<file path="src/rtl/pvr_pkg.sv">
package pvr_pkg;

  localparam int OFS_HOSTF  = 0;
  localparam int OFS_GUESTF = 4;
  localparam int OFS_PFN    = 8;
  localparam int OFS_QNUM   = 12;
  localparam int OFS_QSEL   = 14;
  localparam int OFS_NOTIFY = 16;
  localparam int OFS_STATUS = 18;
  localparam int OFS_ISR    = 19;

  localparam int FB_NOTIFY_EMPTY = 24;
  localparam int FB_INDIRECT     = 28;
  localparam int FB_BAD          = 30;

  localparam logic [31:0] HOST_FORCED =
    (32'd1 << FB_NOTIFY_EMPTY) | (32'd1 << FB_INDIRECT) | (32'd1 << FB_BAD);

  typedef enum logic [1:0] {
    SZ_BYTE = 2'd0,
    SZ_HALF = 2'd1,
    SZ_WORD = 2'd2,
    SZ_WRD2 = 2'd3
  } acc_size_e;

  typedef struct packed {
    logic hostf;
    logic guestf;
    logic pfn;
    logic qnum;
    logic qsel;
    logic notify;
    logic status;
    logic isr;
  } reg_hit_t;

  function automatic logic [31:0] size_mask(input logic [1:0] sz);
    case (acc_size_e'(sz))
      SZ_BYTE: size_mask = 32'h0000_00FF;
      SZ_HALF: size_mask = 32'h0000_FFFF;
      default: size_mask = 32'hFFFF_FFFF;
    endcase
  endfunction

endpackage

</file>
<file path="src/rtl/pvr_decode.sv">
module pvr_decode
  import pvr_pkg::*;
#(
  parameter int ADDR_W = 8
) (
  input  logic [ADDR_W-1:0] addr_i,
  output reg_hit_t          hit_o
);

  always_comb begin
    hit_o        = '0;
    hit_o.hostf  = (addr_i == ADDR_W'(OFS_HOSTF));
    hit_o.guestf = (addr_i == ADDR_W'(OFS_GUESTF));
    hit_o.pfn    = (addr_i == ADDR_W'(OFS_PFN));
    hit_o.qnum   = (addr_i == ADDR_W'(OFS_QNUM));
    hit_o.qsel   = (addr_i == ADDR_W'(OFS_QSEL));
    hit_o.notify = (addr_i == ADDR_W'(OFS_NOTIFY));
    hit_o.status = (addr_i == ADDR_W'(OFS_STATUS));
    hit_o.isr    = (addr_i == ADDR_W'(OFS_ISR));
  end

endmodule

</file>
<file path="src/rtl/pvr_qbank.sv">
module pvr_qbank #(
  parameter int NUM_Q = 16,
  parameter int PFN_W = 32,
  localparam int SEL_W = (NUM_Q > 1) ? $clog2(NUM_Q) : 1
) (
  input  logic             clk,
  input  logic             rst_n,
  input  logic             clr_i,
  input  logic             sel_we_i,
  input  logic             pfn_we_i,
  input  logic [31:0]      wdata_i,
  output logic [SEL_W-1:0] sel_o,
  output logic [PFN_W-1:0] pfn_o
);

  logic [SEL_W-1:0] sel_q, sel_d;
  logic             sel_ok;
  logic [PFN_W-1:0] pfn_q [NUM_Q];
  logic [PFN_W-1:0] pfn_d [NUM_Q];
  logic [NUM_Q-1:0] q_we;

  assign sel_ok = (wdata_i < 32'(NUM_Q));

  always_comb begin
    sel_d = sel_q;
    if (clr_i)                  sel_d = '0;
    else if (sel_we_i && sel_ok) sel_d = wdata_i[SEL_W-1:0];
  end

  for (genvar gi = 0; gi < NUM_Q; gi++) begin : g_we
    assign q_we[gi] = pfn_we_i && (sel_q == SEL_W'(gi));
  end

  always_comb begin
    for (int i = 0; i < NUM_Q; i++) begin
      pfn_d[i] = pfn_q[i];
      if (clr_i)        pfn_d[i] = '0;
      else if (q_we[i]) pfn_d[i] = wdata_i[PFN_W-1:0];
    end
  end

  always_ff @(posedge clk or negedge rst_n) begin
    if (!rst_n) begin
      sel_q <= '0;
      for (int i = 0; i < NUM_Q; i++) pfn_q[i] <= '0;
    end else begin
      sel_q <= sel_d;
      for (int i = 0; i < NUM_Q; i++) pfn_q[i] <= pfn_d[i];
    end
  end

  assign sel_o = sel_q;
  assign pfn_o = pfn_q[sel_q];


  sel_range_chk: assert property (@(posedge clk) disable iff (!rst_n)
    (sel_we_i && !clr_i && !sel_ok) |=> $stable(sel_o));

endmodule

</file>
<file path="src/rtl/pvr_isr.sv">
module pvr_isr #(
  parameter int ISR_W = 8
) (
  input  logic             clk,
  input  logic             rst_n,
  input  logic [ISR_W-1:0] set_i,
  input  logic             rd_clr_i,
  input  logic             clr_i,
  output logic [ISR_W-1:0] isr_o,
  output logic             irq_o
);

  logic [ISR_W-1:0] isr_q, isr_d;

  always_comb begin
    isr_d = (rd_clr_i || clr_i) ? '0 : isr_q;
    isr_d = isr_d | set_i;
  end

  always_ff @(posedge clk or negedge rst_n) begin
    if (!rst_n) isr_q <= '0;
    else        isr_q <= isr_d;
  end

  assign isr_o = isr_q;
  assign irq_o = isr_q[0];


  isr_rdclr_chk: assert property (@(posedge clk) disable iff (!rst_n)
    (rd_clr_i && (set_i == '0)) |=> (isr_o == '0));


  irq_rise_chk: assert property (@(posedge clk) disable iff (!rst_n)
    $rose(irq_o) |-> $past(set_i[0]));

endmodule

</file>
<file path="src/rtl/pvr_regwin.sv">
module pvr_regwin
  import pvr_pkg::*;
#(
  parameter int          ADDR_W         = 8,
  parameter int          NUM_Q          = 16,
  parameter int          PFN_W          = 32,
  parameter int          QUEUE_LEN      = 256,
  parameter logic [31:0] GUEST_FALLBACK = 32'h0,
  localparam int         PAGE_SHIFT     = 12,
  localparam int         BASE_W         = PFN_W + PAGE_SHIFT,
  localparam int         SEL_W          = (NUM_Q > 1) ? $clog2(NUM_Q) : 1
) (
  input  logic              clk,
  input  logic              rst_n,
  input  logic              req_valid_i,
  input  logic              req_write_i,
  input  logic [ADDR_W-1:0] req_addr_i,
  input  logic [1:0]        req_size_i,
  input  logic [31:0]       req_wdata_i,
  output logic              rsp_valid_o,
  output logic [31:0]       rsp_rdata_o,
  input  logic [31:0]       host_feat_i,
  input  logic [7:0]        isr_set_i,
  output logic              irq_o,
  output logic              notify_o,
  output logic [15:0]       notify_idx_o,
  output logic              dev_reset_o,
  output logic [31:0]       guest_feat_o,
  output logic [BASE_W-1:0] sel_qbase_o
);

  // reset: asynchronous assertion, synchronous release
  logic rst_meta, rst_sync_n;
  always_ff @(posedge clk or negedge rst_n) begin
    if (!rst_n) begin
      rst_meta   <= 1'b0;
      rst_sync_n <= 1'b0;
    end else begin
      rst_meta   <= 1'b1;
      rst_sync_n <= rst_meta;
    end
  end

  reg_hit_t    hit;
  logic        rd_en, wr_en, zero_status_wr;
  logic [31:0] wmask, wval, rmux;
  logic [SEL_W-1:0] sel;
  logic [PFN_W-1:0] pfn;
  logic [7:0]  isr;

  logic [31:0] guest_q, guest_d;
  logic [7:0]  status_q, status_d;
  logic        notify_q, notify_d;
  logic [15:0] nidx_q, nidx_d;
  logic        drst_q, drst_d;
  logic        rsp_q, rsp_d;
  logic [31:0] rdata_q, rdata_d;

  pvr_decode #(.ADDR_W(ADDR_W)) u_decode (
    .addr_i (req_addr_i),
    .hit_o  (hit)
  );

  assign rd_en          = req_valid_i && !req_write_i;
  assign wr_en          = req_valid_i && req_write_i;
  assign wmask          = size_mask(req_size_i);
  assign wval           = req_wdata_i & wmask;
  assign zero_status_wr = wr_en && hit.status && (wval[7:0] == 8'h00);

  pvr_qbank #(.NUM_Q(NUM_Q), .PFN_W(PFN_W)) u_qbank (
    .clk      (clk),
    .rst_n    (rst_sync_n),
    .clr_i    (zero_status_wr),
    .sel_we_i (wr_en && hit.qsel),
    .pfn_we_i (wr_en && hit.pfn),
    .wdata_i  (wval),
    .sel_o    (sel),
    .pfn_o    (pfn)
  );

  pvr_isr #(.ISR_W(8)) u_isr (
    .clk      (clk),
    .rst_n    (rst_sync_n),
    .set_i    (isr_set_i),
    .rd_clr_i (rd_en && hit.isr),
    .clr_i    (zero_status_wr),
    .isr_o    (isr),
    .irq_o    (irq_o)
  );

  // next-state logic
  always_comb begin
    guest_d = guest_q;
    if (zero_status_wr)
      guest_d = '0;
    else if (wr_en && hit.guestf)
      guest_d = wval[FB_BAD] ? GUEST_FALLBACK : wval;

    status_d = status_q;
    if (wr_en && hit.status) status_d = wval[7:0];

    notify_d = wr_en && hit.notify;
    nidx_d   = notify_d ? wval[15:0] : nidx_q;
    drst_d   = zero_status_wr;
  end

  always_comb begin
    rmux = 32'hFFFF_FFFF;
    unique case (1'b1)
      hit.hostf:  rmux = host_feat_i | HOST_FORCED;
      hit.guestf: rmux = guest_q;
      hit.pfn:    rmux = 32'(pfn);
      hit.qnum:   rmux = 32'(16'(QUEUE_LEN));
      hit.qsel:   rmux = 32'(sel);
      hit.status: rmux = 32'(status_q);
      hit.isr:    rmux = 32'(isr);
      default:    rmux = 32'hFFFF_FFFF;
    endcase
    rsp_d   = rd_en;
    rdata_d = rd_en ? (rmux & wmask) : rdata_q;
  end

  // registers
  always_ff @(posedge clk or negedge rst_sync_n) begin
    if (!rst_sync_n) begin
      guest_q  <= '0;
      status_q <= '0;
      notify_q <= 1'b0;
      nidx_q   <= '0;
      drst_q   <= 1'b0;
      rsp_q    <= 1'b0;
      rdata_q  <= '0;
    end else begin
      guest_q  <= guest_d;
      status_q <= status_d;
      notify_q <= notify_d;
      nidx_q   <= nidx_d;
      drst_q   <= drst_d;
      rsp_q    <= rsp_d;
      rdata_q  <= rdata_d;
    end
  end

  assign rsp_valid_o  = rsp_q;
  assign rsp_rdata_o  = rdata_q;
  assign notify_o     = notify_q;
  assign notify_idx_o = nidx_q;
  assign dev_reset_o  = drst_q;
  assign guest_feat_o = guest_q;
  assign sel_qbase_o  = {pfn, {PAGE_SHIFT{1'b0}}};


  notify_src_chk: assert property (@(posedge clk) disable iff (!rst_sync_n)
    notify_o |-> $past(req_valid_i && req_write_i && hit.notify));


  reset_state_chk: assert property (@(posedge clk) disable iff (!rst_sync_n)
    dev_reset_o |-> (guest_feat_o == '0 && sel_qbase_o == '0));


  bad_feat_chk: assert property (@(posedge clk) disable iff (!rst_sync_n)
    (wr_en && hit.guestf && wval[FB_BAD]) |=> (guest_feat_o == GUEST_FALLBACK));


  rsp_src_chk: assert property (@(posedge clk) disable iff (!rst_sync_n)
    rsp_valid_o |-> $past(req_valid_i && !req_write_i));

endmodule

</file>
<file path="config.mk">
export PLATFORM = sky130hd
export DESIGN_NAME = pvr_regwin
export DESIGN_NICKNAME = d
export VERILOG_FILES = /design/src/rtl/pvr_pkg.sv /design/src/rtl/pvr_decode.sv /design/src/rtl/pvr_qbank.sv /design/src/rtl/pvr_isr.sv /design/src/rtl/pvr_regwin.sv
export SDC_FILE = /design/constraint.sdc
export NUM_CORES = 1
export LEC_CHECK = 0
export ABC_AREA = 1
export BUFFER_PORTS_ARGS = -buffer_cell sky130_fd_sc_hd__clkbuf_2
export CAP_MARGIN = 5
export CORE_ASPECT_RATIO = 1.5
export CORE_MARGIN = 8
export CORE_UTILIZATION = 55
export CTS_BUF_LIST = sky130_fd_sc_hd__clkbuf_8 sky130_fd_sc_hd__clkbuf_16
export CTS_CLUSTER_SIZE = 8
export DETAILED_ROUTE_END_ITERATION = 6
export MAX_ROUTING_LAYER = met4
export PLACE_DENSITY = 0.77
export SLEW_MARGIN = 20
export SYNTH_ARGS = -nofsm -noshare
export SYNTH_HDL_FRONTEND = slang
export SYNTH_SLANG_ARGS = --single-unit
</file>
<file path="constraint.sdc">
create_clock -name clk -period 17.7 [get_ports clk]
set_input_delay 0.885 -clock clk [delete_from_list [all_inputs] [get_ports clk]]
set_output_delay 0.885 -clock clk [all_outputs]
set_load 0.005 [all_outputs]
</file>
Word level (Yosys, flattened, before mapping)
Index checks and enable logic that the tools add are counted.
{ "word_totals": {"reg_bits": 617, "input_bits": 86, "word_cells": 149} }
{ "op_classes": {"n_lt_le_gt_ge": 2, "n_eq_ne": 23, "n_mux": 43, "bitwise": 4, "n_reduce_logical": 50} }
{ "ops": {"columns": ["op", "n"], "rows": [
  ["$mux W32", 37],
  ["$pmux W32 S7", 1],
  ["$bmux W32 S4", 1],
  ["$and A32 B32 Y32", 2],
  ["$pmux W32 S2", 1],
  ["$reduce_bool A2 Y1", 18],
  ["$eq A4 B4 Y1 const B", 8],
  ["$lt A32 B5 Y1 const B", 1],
  ["$logic_and A1 B1 Y1", 26],
  ["$eq A8 B4 Y1 const B", 3],
  ["$eq A8 B5 Y1 const B", 3],
  ["$eq A4 B3 Y1 const B", 4],
  ["$logic_not A8 Y1", 2],
  ["$eq A4 B2 Y1 const B", 2],
  ["$eq A8 B3 Y1 const B", 1],
  ["$mux W4", 2],
  ["$mux W8", 1],
  ["$or A8 B8 Y8", 1],
  ["$ge A5 B5 Y1 const B", 1],
  ["$not A4 Y5", 1],
  ["$eq A4 B1 Y1 const B", 1],
  ["$logic_not A4 Y1", 1],
  ["$eq A2 B1 Y1 const B", 1],
  ["$logic_not A2 Y1", 1],
  ["2 further kinds", 2]
]} }

Logic depth before layout (Yosys ltp)
Gate-level depths: netlist (run 1).
{ "logic_depth": {"ltp_word": 8, "depth_mapped": 14} }

Hierarchy
From an unflattened synthesis (run 1), not the netlist that was laid out.
{ "hier_totals": {"cells_unflattened": 4148, "hier_area_um2": 30023.8} }
{ "by_module_without_submodules": {"columns": ["mod", "n_inst", "cells_each", "area_per_inst_um2", "seq_area_each_um2"], "rows": [
  ["pvr_qbank", 1, 3387, 24768.8, 12912.4],
  ["pvr_regwin", 1, 694, 4812.1, 2302.2],
  ["pvr_isr", 1, 34, 309.0, 200.2],
  ["pvr_decode", 1, 33, 133.9, 0.0]
]} }

Least setup slack after synthesis (run 1)
Ideal clock, no wire load.
{ "synth_path": {"path_kind": "reg2out", "startpoint": "register u_qbank.sel_q[0], in the netlist u_qbank.sel_o[0]", "endpoint": "output sel_qbase_o[16]", "arrival_time_ns": 1.442, "required_time_ns": 16.815, "slack_ns": 15.373, "stages_incl_launch_ff": 12, "path_buffers": 4, "path_cell_list": "dfrtp_1 > buf_2 > buf_2 > buf_2 > buf_2 > o21ai_0 > nand2_1 > nand2_1 > nand2_1 > nand2_1 > nor2_1 > inv_1"} }
{ "synth_between": {"elab_chain_len": 4} }
{ "synth_rtl": {"columns": ["item", "line_no", "source"], "rows": [
  ["start: declaration", "pvr_qbank.sv:16", "logic [SEL_W-1:0] sel_q, sel_d;"],
  ["start signal: assignment", "pvr_qbank.sv:47", "sel_q <= sel_d;"],
  ["$not A4 Y5 (implied by the code)", "pvr_qbank.sv:53", "assign pfn_o = pfn_q[sel_q];"],
  ["$bmux W32 S4", "pvr_qbank.sv:53", null],
  ["$mux W32 (implied by the code) (2 in a row)", "pvr_qbank.sv:53", null],
  ["end: declaration", "pvr_regwin.sv:29", "output logic [BASE_W-1:0] sel_qbase_o"]
]} }
Every way passes these cells. The select of a mux whose other input is x is not followed.

Worst setup path after layout (run 1)
{ "layout_path": {"startpoint": "register u_qbank.sel_q[0], in the netlist u_qbank.sel_o[0]", "endpoint": "output sel_qbase_o[30]"} }
Same word-level chain as after synthesis.

==> results.ini, run 1 <==
[drt]
ant_nets=0
drtPass1Iterations=6
drt_iter0_drc=2829
routed_wl_um=95980
drc_errors=0
via_count=27257
wire_per_inst_um=21.00
viasPerCell=5.963

[synth]
seq_area_frac_synth_pct=51.50
synth.cell_area_mm2=0.02993
syn_inst=3851
synth_seq_cells=616
yosysWarnings=0
ys_types=32
synth.avg_cell_area_um2=7.772

[grt]
grtUsageTotal_pct=31.65
grt_pass1_wl_um=148200
grt_overflow=0
grt_max_degree=188
antenna_found_initial=1
grt_pass1_vias=26282

[die]
die_area_mm2=0.06229
die_w_um=206.5
ioPinCount=214
dieHeight_um=301.7
rows=104
core_mm2=0.05374
start_util_pct=55.69

[clock_tree]
cts_setup_buffers=0
cts.path.max_buffers=3
htree_levels=3
ctsResizeCount=0
cts_hold_buf=0
cts_tree=yes
path_clk_slew_ns=0.05
cts_root_buffer=clkbuf_16
clock_latency_ns=0.63
cts_sinks=616
cts-buffers-inserted=86

[final_layout]
drive_gt1_share_pct=9.307
area_delta_synth_final_pct=10.37
finalNetCount=3959
fin_cells=4571
fill_cells=4745

[placement]
portBuffers=197
dpl.hpwl_um=56940
post-place-cells=4472
place.gp.congestion=0.9129

[timing]
skew_ns=0.02002
fmax_ghz=0.1861
worstMarginPinSlew_ns=1.119
setup_tns_ns=0
slew_headroom_pct=24.62
setup_violations=0
hold-worst-slack_ns=0.04196
rsz0062_at_grt=false
min_period_over_period_pct=30.36
slew_violations=0
hold_viol=0
min_period_ns=5.373

[status]
status=completed

[setup_path]
crit_path_start_kind=flip-flop
cp.arrival_ns=4.49
endpoint_kind=output pin
crit_type=reg2out
cp_max_fo=187
cp_data_required_time_ns=16.82

[power]
power_density_mw_per_mm2=91.85
peakVddDrop_uv=81.03
p_leak_nw=16.87

[job]
maxCapViolations=0

[min_path]
min_path_type=in2async

[registers in the layout (all words and copies together), names as in the netlist]
register	cells
u_isr.isr_o	8
rsp_valid_o	1
u_qbank.sel_o	4
status_q	8
dev_reset_o	1
rst_meta	1
rsp_rdata_o	32
notify_o	1
u_qbank.pfn_q	512
rst_sync_n	1
notify_idx_o	16
guest_feat_o	31
[cell usage after synthesis]
master    number  area, um2
nor3_4         1      16.27
conb_1         2      7.510
nand4_1       39      244.0
buf_4         27      202.7
nor2_2         5      31.28
o21ai_1      170      850.8
o21bai_1       8      60.06
inv_1        204      765.7
nand3_1      426       2132
nor3_1         6      30.03
buf_2        107      535.5
buf_6         13      146.4
nand3b_1       1      7.510
nand4_4       10      212.7
nor2_1       139      521.8
dfrtp_1      616      15410
o21a_1         1      7.510
or2_0          1      6.260
and2_1         1      6.260
nor4_1         1      6.260
clkbuf_1     127      476.7
o22ai_1      153      957.2
inv_2          4      15.01
buf_1         41      153.9
nand3_4        1      17.52
nand2_1     1335       5011
buf_8          1      15.01
clkinv_1       3      11.26
nand3_2        2      20.02
a21oi_1        3      15.01
o21ai_0      401       2007
nand4_2        2      25.02
[cells in the final DEF, fill, tap and decap left out]
master,count
nand2_1,1335
dfrtp_1,613
nand3_1,426
o21ai_0,401
inv_1,206
clkbuf_2,197
o21ai_1,170
o22ai_1,153
nor2_1,137
clkbuf_16,90
nand4_1,39
buf_4,35
conb_1,14
nand4_4,12
o21bai_1,8
nor2_2,5
nor3_1,5
buf_12,4
diode_2,3
inv_4,3
clkinv_1,3
a21oi_1,3
dfrtp_4,3
nor2_4,2
nand3_2,2
inv_2,1
nor4_1,1
nand3_4,1
nor3_4,1
and2_1,1
nand3b_1,1
nor3_2,1
or2_0,1
o21a_1,1
inv_16,1
clkinv_8,1
buf_16,1
buf_6,1
[worst paths after layout]
path | cells past startpoint | to | slack [ns] | from
setup / recovery | 9 | sel_qbase_o[30] | 12.33 | u_qbank.sel_o[0]
hold / removal | 1 | rst_sync_n | 0.04 | rst_n
setup reg to reg | 12 | rsp_rdata_o[22] | 13.03 | u_qbank.sel_o[0]
hold reg to reg | 0 | rst_sync_n | 0.36 | rst_meta
max in group asynchronous | 3 | u_qbank.pfn_q[440] | 14.27 | rst_sync_n
min in group clk | 0 | rst_sync_n | 0.36 | rst_meta
[cell type report]
| type | instances | area [um2] | area share, % |
|---|---|---|---|
| Multi-Input combinational cell | 2720 | 12280 | 37.16 |
| Antenna cell | 3 | 7.507 | 0.02273 |
| Clock inverter | 4 | 43.79 | 0.1326 |
| Tap cell | 689 | 862.1 | 2.610 |
| Inverter | 211 | 799.5 | 2.420 |
| Timing Repair Buffer | 238 | 1368 | 4.140 |
| Sequential cell | 616 | 15430 | 46.70 |
| Clock buffer | 90 | 2252 | 6.818 |
[worst max-delay path: stages (launching register included)]
cell      delay [ns]
dfrtp_4         0.80
buf_4           0.63
buf_12          0.65
buf_4           0.71
o21ai_0         0.20
nand2_1         0.09
nand2_1         0.06
nand2_1         0.08
nand4_1         0.26
clkbuf_2        0.20
[cells by family (layout without fill, tap and decap cells)]
| kind of cell | count (synthesis) | after routing | synth area share (%) |
|---|---|---|---|
| AND/OR/NAND/NOR | 1970 | 1970 | 27.69 |
| AO/OA/AOI/OAI | 736 | 736 | 13.02 |
| flip-flops | 616 | 616 | 51.50 |
| buffers and inverters | 527 | 543 | 7.759 |
| other | 2 | 17 | 0.02509 |
[routing by layer]
layer / GRT usage (%) / wire length [um] / vias up
li1: - / - / 12612
met1: 37.85 / 35990 / 13103
met2: 48.80 / 45300 / 1247
met3: 5.800 / 8157 / 295
met4: 20.56 / 6523 / 0
met5: - / 0 / -
[power by group]
group	leakage (nW)	switching, mW	internal (mW)	total, mW
logic	8.05	0.0965	0.0309	0.127
clock network	1.14	0.585	0.886	1.47
registers	7.68	0.00999	1.43	1.44
total	16.9	0.692	2.34	3.03
[metrics by stage]
| stage | util [%] | total power [mW] | setup WS (ns) | area [um2] |
|---|---|---|---|---|
| after floorplan | - | 1.525 | 7.683 | 29980 |
| after global placement | 57.08 | 1.583 | 12.96 | 30670 |
| after detailed placement | 57.08 | 1.584 | 12.91 | 30680 |
| after CTS | 61.35 | 3.043 | 12.37 | 32970 |
| after global routing | 61.46 | 3.117 | 12.08 | 33030 |
| final | 61.47 | 3.034 | 12.33 | 33030 |
No activity file was read; power rests on OpenSTA's default activity.
==> run 2, diff against run 1 <==
- CORE_UTILIZATION: 55 -> 60
- PLACE_DENSITY: 0.77 -> 0.79
- clock period: 17.7 -> 5.52 ns (I/O delays scaled with it)
==> run 2 against run 1 <==
  * Via count rose by 1.4%
  * Largest cell class unchanged
  * Routed wire length decreased by 0.75%
  * Hold slack gained 0.0028 ns
  * Sequential share of layout area fell by 0.35 points
  * First-iteration DRC count rose by 1.5%
==> results.ini, run 2 (synthesized netlist as in run 1, its figures left out) <==
[status]
status=completed  ; unchanged

[drt]
wire_per_inst_um=20.82  ; was 21.00 um
viasPerCell=6.041  ; was 5.963
drc_errors=0  ; unchanged
drtPass1Iterations=6  ; unchanged
drt_iter0_drc=2872  ; was 2,829
routed_wl_um=95250  ; was 95,980 um
ant_nets=0  ; unchanged
via_count=27637  ; was 27,257

[final_layout]
drive_gt1_share_pct=9.358  ; was 9.307%
mostFrequentLayoutCells=1,335 x nand2_1, 613 x dfrtp_1, 426 x nand3_1  ; unchanged
fill_cells=4046  ; was 4,745
largest_reg_flops=512  ; unchanged
finalNetCount=3991  ; was 3,959
fin_cells=4575  ; was 4,571
final_core_util_pct=67.34  ; was 61.47%
area_delta_synth_final_pct=11.20  ; was 10.37%
regMostFlops=u_qbank.pfn_q  ; unchanged
final_common_cell=nand2_1  ; unchanged

[power]
p_leak_nw=16.99  ; was 16.87 nW
power_density_mw_per_mm2=290.5  ; was 91.85 mW/mm2
power.total_mw=9.667  ; was 3.034 mW
peakVddDrop_uv=274.9  ; was 81.03 uV

[clock_tree]
cts_sinks=616  ; unchanged
ctsResizeCount=0  ; unchanged
cts.path.max_buffers=3  ; unchanged
cts_tree=yes  ; unchanged
cts-buffers-inserted=86  ; unchanged
clock_latency_ns=0.64  ; was 0.63 ns
htree_levels=3  ; unchanged
cts_root_buffer=clkbuf_16  ; unchanged
path_clk_slew_ns=0.05  ; about the same

[placement]
portBuffers=197  ; unchanged
post-place-cells=4455  ; was 4,472
dpl.hpwl_um=57120  ; was 56,940 um
place.gp.congestion=0.9353  ; was 0.9129

[setup_path]
crit_type=reg2out  ; unchanged
cp_max_fo=80  ; was 187
cp_data_required_time_ns=5.24  ; was 16.82 ns
cp.arrival_ns=3.72  ; was 4.49 ns
endpoint_kind=output pin  ; unchanged
crit_path_start_kind=flip-flop  ; unchanged

[die]
die_area_mm2=0.05743  ; was 0.06229 mm2
ioPinCount=214  ; unchanged
dieHeight_um=289.5  ; was 301.7 um
start_util_pct=60.56  ; was 55.69%
rows=100  ; was 104
core_mm2=0.04942  ; was 0.05374 mm2
die_w_um=198.4  ; was 206.5 um

[grt]
grt_overflow=0  ; unchanged
grt_max_degree=226  ; was 188
grt_pass1_vias=26428  ; was 26,282
grtUsageTotal_pct=34.18  ; was 31.65%
antenna_found_initial=1  ; unchanged
grt_pass1_wl_um=147500  ; was 148,200 um

[timing]
slew_headroom_pct=21.67  ; was 24.62%
fmax_ghz=0.2502
slew_violations=0  ; unchanged
skew_ns=0.02553  ; was 0.02002 ns
hold-worst-slack_ns=0.04476  ; was 0.04196 ns
setup_tns_ns=0  ; unchanged
setup_violations=0  ; unchanged
hold_viol=0  ; unchanged
min_period_ns=3.996
worstMarginPinSlew_ns=1.163  ; was 1.119 ns
rsz0062_at_grt=false  ; unchanged
min_period_over_period_pct=72.40

[min_path]
min_path_type=in2reg  ; was in2async

[job]
maxCapViolations=0  ; unchanged

run 2: worst paths after layout:
| check | startpoint | end | slack, ns | cells after the start |
|---|---|---|---|---|
| setup / recovery | u_qbank.sel_o[0] | sel_qbase_o[20] | 1.52 | 9 |
| hold reg to reg | rst_meta | rst_sync_n | 0.35 | 0 |
| setup reg to reg | u_qbank.sel_o[1] | u_qbank.pfn_q[113] | 1.94 | 5 |
| max in group asynchronous | rst_sync_n | u_qbank.pfn_q[444] | 3.46 | 2 |
| min in group asynchronous | rst_sync_n | u_isr.isr_o[6] | 0.39 | 0 |
| hold / removal | host_feat_i[31] | rsp_rdata_o[31] | 0.04 | 7 |
run 2: layer usage:
| layer | track usage [%] | vias up | share of wire (%) |
|---|---|---|---|
| li1 | - | 12684 | - |
| met1 | 41.22 | 13211 | 37 |
| met2 | 52.84 | 1445 | 47 |
| met3 | 5.655 | 297 | 9.0 |
| met4 | 22.68 | 0 | 7.4 |
| met5 | - | - | 0 |
run 2: area by class of cell:
cell class	instances	area, um2	area share, %
well taps	663	829.5	2.493
multi-input cells	2720	12280	36.89
flip-flops and latches	616	15430	46.35
repair buffers	270	1709	5.136
diodes	1	2.502	0.007519
clock inverters	7	61.31	0.1842
inverters	211	797.0	2.395
clock buffers	87	2177	6.542
run 2: repair_timing:
item / in CTS / in global routing
setup buffers: 0 / 0
setup endpoints to repair: 0 / 0
endpoints found under the hold margin: 26 / 0
hold buffers: 25 / 0
run 2: report_power, final:
group          switching [mW]  leakage (nW)  internal (mW)  total (mW)
logic                   0.311          8.21          0.112       0.423
clock network            1.88          1.11           2.76        4.64
registers              0.0320          7.68           4.57        4.60
run 2: worst max-delay path: stages, from the launching register on:
cell and delay [ns]:
dfrtp_4 0.71, inv_4 0.80, buf_4 0.64, nand2_1 0.10
nand2_1 0.09, nand2_1 0.05, nand2_1 0.11, nand2_1 0.07
nand4_1 0.24, clkbuf_2 0.18
run 2: metrics by stage:
| stage | setup slack [ns] | area (um2) |
|---|---|---|
| after CTS | 1.572 | 33280 |
| after detailed placement | 2.019 | 30790 |
| final | 1.524 | 33280 |
| after global routing | 1.406 | 33280 |
| after floorplan | -0.4501 | 29980 |
| after global placement | 2.077 | 30790 |
